<file path="src/rtl/relocPkg.sv">
package relocPkg;

  // Strobes issued by the control half to the datapath half.
  typedef struct packed {
    logic loadCtx;       // install ctxBase / ctxLimit this edge
    logic captureFault;  // latch logical address and access kind
  } relocStrobesT;

endpackage

</file>
<file path="src/rtl/relocDatapath.sv">
module relocDatapath
  import relocPkg::*;
#(
  parameter int LOG_AW     = 16,
  parameter int PHYS_WORDS = 512,
  parameter int DATA_W     = 32,
  localparam int PHYS_AW   = $clog2(PHYS_WORDS),
  localparam int LIMIT_W   = PHYS_AW + 1,
  localparam int SUM_W     = ((LOG_AW > LIMIT_W) ? LOG_AW : LIMIT_W) + 1
) (
  input  logic               clk,
  input  logic               rstN,
  input  relocStrobesT       strobes,
  input  logic [PHYS_AW-1:0] ctxBase,
  input  logic [LIMIT_W-1:0] ctxLimit,
  input  logic [LOG_AW-1:0]  logAddr,
  input  logic               wrReq,
  input  logic [DATA_W-1:0]  wrData,
  output logic               inBounds,
  output logic               ctxOk,
  output logic [PHYS_AW-1:0] memAddr,
  output logic [DATA_W-1:0]  memWdata,
  output logic [LOG_AW-1:0]  faultAddr,
  output logic               faultIsWrite
);

  localparam logic [LIMIT_W-1:0] TOP_LIMIT = LIMIT_W'(PHYS_WORDS);

  logic [PHYS_AW-1:0] baseQ;
  logic [LIMIT_W-1:0] limitQ;
  logic [SUM_W-1:0]   physSum;

  // Window registers: written only when control grants a restore.
  always_ff @(posedge clk or negedge rstN) begin
    if (!rstN) begin
      baseQ  <= '0;
      limitQ <= '0;
    end else if (strobes.loadCtx) begin
      baseQ  <= ctxBase;
      limitQ <= ctxLimit;
    end
  end

  // Fault record: written only on the first offending access.
  always_ff @(posedge clk or negedge rstN) begin
    if (!rstN) begin
      faultAddr    <= '0;
      faultIsWrite <= 1'b0;
    end else if (strobes.captureFault) begin
      faultAddr    <= logAddr;
      faultIsWrite <= wrReq;
    end
  end

  // Relocation adder, one bit wider than either operand so it cannot wrap.
  always_comb begin
    physSum  = SUM_W'(baseQ) + SUM_W'(logAddr);
    inBounds = physSum < SUM_W'(limitQ);
    memAddr  = physSum[PHYS_AW-1:0];
    memWdata = wrData;
  end

  // A window must end before the top of memory and must not be inverted.
  always_comb begin
    ctxOk = (ctxLimit < TOP_LIMIT) && (LIMIT_W'(ctxBase) <= ctxLimit);
  end

endmodule

</file>
<file path="src/rtl/relocControl.sv">
module relocControl
  import relocPkg::*;
(
  input  logic         clk,
  input  logic         rstN,
  input  logic         rdReq,
  input  logic         wrReq,
  input  logic         ctxLoad,
  input  logic         faultAck,
  input  logic         inBounds,
  input  logic         ctxOk,
  output relocStrobesT strobes,
  output logic         memEn,
  output logic         memWe,
  output logic         fault,
  output logic         ctxReject
);

  logic accessing;
  logic violation;
  logic refuse;

  always_comb begin
    accessing = rdReq | wrReq;
    memEn     = accessing & inBounds & ~fault;
    memWe     = wrReq & inBounds & ~fault;
    violation = accessing & ~inBounds & ~fault;
    refuse    = ctxLoad & (accessing | ~ctxOk);

    strobes.loadCtx      = ctxLoad & ~accessing & ctxOk;
    strobes.captureFault = violation;
  end

  always_ff @(posedge clk or negedge rstN) begin
    if (!rstN) begin
      fault     <= 1'b0;
      ctxReject <= 1'b0;
    end else begin
      ctxReject <= refuse;
      if (violation)     fault <= 1'b1;
      else if (faultAck) fault <= 1'b0;
    end
  end

endmodule

</file>
<file path="src/rtl/relocGuard.sv">
module relocGuard
  import relocPkg::*;
#(
  parameter int LOG_AW     = 16,
  parameter int PHYS_WORDS = 512,
  parameter int DATA_W     = 32,
  localparam int PHYS_AW   = $clog2(PHYS_WORDS),
  localparam int LIMIT_W   = PHYS_AW + 1
) (
  input  logic               clk,
  input  logic               rstN,
  input  logic               ctxLoad,
  input  logic [PHYS_AW-1:0] ctxBase,
  input  logic [LIMIT_W-1:0] ctxLimit,
  input  logic               faultAck,
  input  logic               rdReq,
  input  logic               wrReq,
  input  logic [LOG_AW-1:0]  logAddr,
  input  logic [DATA_W-1:0]  wrData,
  output logic [PHYS_AW-1:0] memAddr,
  output logic               memEn,
  output logic               memWe,
  output logic [DATA_W-1:0]  memWdata,
  output logic               fault,
  output logic [LOG_AW-1:0]  faultAddr,
  output logic               faultIsWrite,
  output logic               ctxReject
);

  relocStrobesT strobes;
  logic         inBounds;
  logic         ctxOk;

  relocControl u_ctl (
    .clk       (clk),
    .rstN      (rstN),
    .rdReq     (rdReq),
    .wrReq     (wrReq),
    .ctxLoad   (ctxLoad),
    .faultAck  (faultAck),
    .inBounds  (inBounds),
    .ctxOk     (ctxOk),
    .strobes   (strobes),
    .memEn     (memEn),
    .memWe     (memWe),
    .fault     (fault),
    .ctxReject (ctxReject)
  );

  relocDatapath #(
    .LOG_AW     (LOG_AW),
    .PHYS_WORDS (PHYS_WORDS),
    .DATA_W     (DATA_W)
  ) u_dp (
    .clk          (clk),
    .rstN         (rstN),
    .strobes      (strobes),
    .ctxBase      (ctxBase),
    .ctxLimit     (ctxLimit),
    .logAddr      (logAddr),
    .wrReq        (wrReq),
    .wrData       (wrData),
    .inBounds     (inBounds),
    .ctxOk        (ctxOk),
    .memAddr      (memAddr),
    .memWdata     (memWdata),
    .faultAddr    (faultAddr),
    .faultIsWrite (faultIsWrite)
  );

endmodule

</file>
<file path="config.mk">
export PLATFORM = sky130hd
export DESIGN_NAME = relocGuard
export DESIGN_NICKNAME = d
export VERILOG_FILES = /design/src/rtl/relocPkg.sv /design/src/rtl/relocDatapath.sv /design/src/rtl/relocControl.sv /design/src/rtl/relocGuard.sv
export SDC_FILE = /design/constraint.sdc
export NUM_CORES = 1
export LEC_CHECK = 0
export BUFFER_PORTS_ARGS = -buffer_cell sky130_fd_sc_hd__buf_4
export CORE_MARGIN = 2
export CORE_UTILIZATION = 30
export DETAILED_ROUTE_END_ITERATION = 12
export GPL_ROUTABILITY_DRIVEN = 0
export GPL_TIMING_DRIVEN = 0
export HOLD_SLACK_MARGIN = 0.02
export PLACE_DENSITY = 0.66
export SYNTH_ARGS = -nofsm -noshare
export SYNTH_HDL_FRONTEND = slang
export SYNTH_SLANG_ARGS = --single-unit
</file>
<file path="constraint.sdc">
create_clock -name clk -period 10.6 [get_ports clk]
set_input_delay 1.59 -clock clk [delete_from_list [all_inputs] [get_ports clk]]
set_output_delay 1.59 -clock clk [all_outputs]
set_load 0.02 [all_outputs]
</file>
==> reports/qor.txt <==
status: finished clean
Netlist cell types: 54
Total Wirelength: 9588 µm
DIE WIDTH: 108.1 µm
highest metal used: met4
Slew Viols, Final: 0
clock buffer depth: 2
Worst Path Max Fanout: 10
worst-margin pin slew: 0.5644 ns
fraction of registers with async set/reset: 100.0%
synth-to-layout area growth: 32.81%
vias per inst: 5.147
sequential element share of the synthesized area: 29.26%
fin crit share: 63.48%
Post-synth EDFFs: 0
fill count: 1061
syn_nets: 474
CP required: 9.01 ns
DRC: 0
final hold vios: 0
RSZ-0062 raised after global routing: no
area share of the leading cell type in the synthesized netlist: 29.26%
Static Leak: 2.116 nW
grt ovf: 0
Final ANT Viol Nets: 0
count leader, synth: a21oi_1
Rows: 37
number of buffers created by CTS: 5
WS Path Type: in -> out
Post-synth top cells: a21oi_1, inv_1, dfrtp_1
Yosys warnings: 0
Worst setup endpoint: memEn
r2r setup slk: 6.74 ns
PortBufs: 101
CTS sink cnt: 38
Mean Syn Cell Area: 8.711 µm²
Initial Utilization: 31.20%
die area: 11680 µm²
FF-to-FF End: u_dp.faultAddr[14]
Avg WL per Cell: 15.51 µm
Met2 Wirelength: 4591 µm
Gate Count Post-Synth: 373
clk_skew: 0.008033 ns
fmax: 0.1486 GHz
wire length on met3: 705 µm
worst r2r src: u_dp.baseQ[0]
power density over cell area: 181.1 nW/µm²
nets: 582
DR vias: 3181
setup tns final: 0 ns
Die Height: 108.1 µm
Max VDD drop: 0.1197 mV
top_reg_cell synth: dfrtp_1
clk slew on worst S/H paths: 0.08 ns
first-pass GRT wire length: 15190 µm
Post-DP HPWL: 7684 µm
Iteration-0 DRC Markers: 147
largest net degree at the start of global routing: 39
CTS tree: done
CTS H-tree lvls: 2
clock root buffer: clkbuf_8
Metal-1 WL: 4141 µm
initial antenna violation count: 0
post-CTS sizing: 0
Synth Cell Area: 3249 µm²
share of layout cells above drive strength 1: 34.65%
DRT Pass-1 Iters: 4
Final setup viols: 0
GRT Total Usage: 16.44%
vias in the first global route: 3116
largest cells by area after synthesis: dfrtp_1, ha_1, buf_4
Critical Path Source Type: input pin
HP Class: reg -> reg
Worst slew margin: 62.31%
Setup Buffers After CTS: 0
final antenna diode count: 0
Placement Cell Area: 4178 µm²
Crit. End Element: output port
IO Pins: 135
Max-Cap Viols: 0
cts hold-fix bufs: 0
Clock Latency Late Sink: 0.30 ns
fin crit period: 6.729 ns
R2R depth: 14
cell taking the most area after synthesis: dfrtp_1
synthesized flop and latch total: 38
core area: 10420 µm²
critical path arrival: 5.14 ns
Final Cell Area: 4315 µm²
crit path launch: logAddr[0]
[cell families (layout without fill, tap and decap cells)]
| group | after synthesis | count (layout) | share of synthesized area [%] |
|---|---|---|---|
| compound gates | 113 | 113 | 22.68 |
| xor+xnor | 9 | 9 | 2.426 |
| fa+ha+maj | 28 | 28 | 11.01 |
| buf+inv | 90 | 199 | 14.75 |
| flops | 38 | 38 | 29.26 |
| mux | 21 | 21 | 6.854 |
| simple gates | 74 | 74 | 13.02 |
[how the worst min path moves through the flow]
stage / startpoint / to / cells past startpoint
final: u_dp.limitQ[0] / u_dp.limitQ[0] / 1
after global routing: u_dp.limitQ[0] / u_dp.limitQ[0] / 1
after CTS: u_dp.limitQ[0] / u_dp.limitQ[0] / 1
after detailed placement: u_dp.limitQ[0] / u_dp.limitQ[0] / 1
after global placement: u_dp.limitQ[0] / u_dp.limitQ[0] / 1
after floorplan: u_dp.limitQ[0] / u_dp.limitQ[0] / 1
[cells in the final DEF, fill, tap and decap left out, types with 3 or more instances in the layout]
master and count:
nand2_1 7, nand3_1 7, mux2i_1 11, and3_1 15, xnor2_1 7, and2_1 3, o21ai_0 26, a211oi_1 4
o311ai_0 5, mux2_2 9, nand4_1 6, o311ai_1 6, ha_1 27, nor2_1 14, o211ai_1 5, inv_1 40
or4_1 4, a21oi_1 41, dfrtp_1 38, a21o_1 5, clkbuf_8 5, nor3_1 6, buf_2 5, clkbuf_1 11
buf_4 133
[flip-flops by register name, indices dropped and copies added, names as in the netlist]
register,count
u_ctl.ctxReject,1
u_ctl.fault,1
u_dp.faultIsWrite,1
u_dp.faultAddr,16
u_dp.baseQ,9
u_dp.limitQ,10
[worst max-delay path, stage by stage]
cell      delay [ns]
buf_4           0.12
ha_1            0.23
fa_1            0.45
a211oi_2        0.28
o21ai_2         0.14
xor2_1          0.25
ha_1            0.30
a21o_1          0.19
a211oi_1        0.24
nor2_1          0.10
a21oi_1         0.14
nand4_1         0.19
or2_4           0.34
buf_6           0.16
nor4_1          0.21
buf_4           0.20
[power by group]
group | total, mW | switching (mW) | internal (mW)
combinational | 0.427 | 0.247 | 0.181
clock | 0.155 | 0.0608 | 0.0944
sequential | 0.199 | 0.0190 | 0.180
total | 0.782 | 0.327 | 0.455
[routing by layer]
metal / track usage [%] / vias up
met1: 21.22 / 1495
met3: 3.255 / 13
met2: 27.49 / 138
met4: 5.495 / 0
li1: - / 1535
met5: 0 / -
[cell type report]
type / instances / area [µm²] / area share (%)
buffer: 50 / 329.1 / 7.625
clock buffer: 5 / 68.82 / 1.595
clock inverter: 3 / 68.82 / 1.595
inverter: 40 / 150.1 / 3.479
multi-input combinational: 245 / 1819 / 42.16
sequential: 38 / 950.9 / 22.04
tap: 136 / 170.2 / 3.943
timing repair buffer: 101 / 758.2 / 17.57
[per-stage QoR]
step | power, mW | std cells | hold slack [ns] | setup WS [ns] | utilization (%)
3_3_place_gp | 0.6173 | 610 | 0.4788 | 3.945 | 40.11
3_5_place_dp | 0.6267 | 610 | 0.4802 | 3.879 | 40.11
5_1_grt | 0.8398 | 618 | 0.5173 | 3.656 | 41.43
2_1_floorplan | 0.4782 | 373 | 0.4592 | 3.929 | -
6_report | 0.7816 | 618 | 0.4995 | 3.871 | 41.43
4_1_cts | 0.7860 | 618 | 0.5011 | 3.853 | 41.43
No activity file was read; power rests on OpenSTA's default activity.
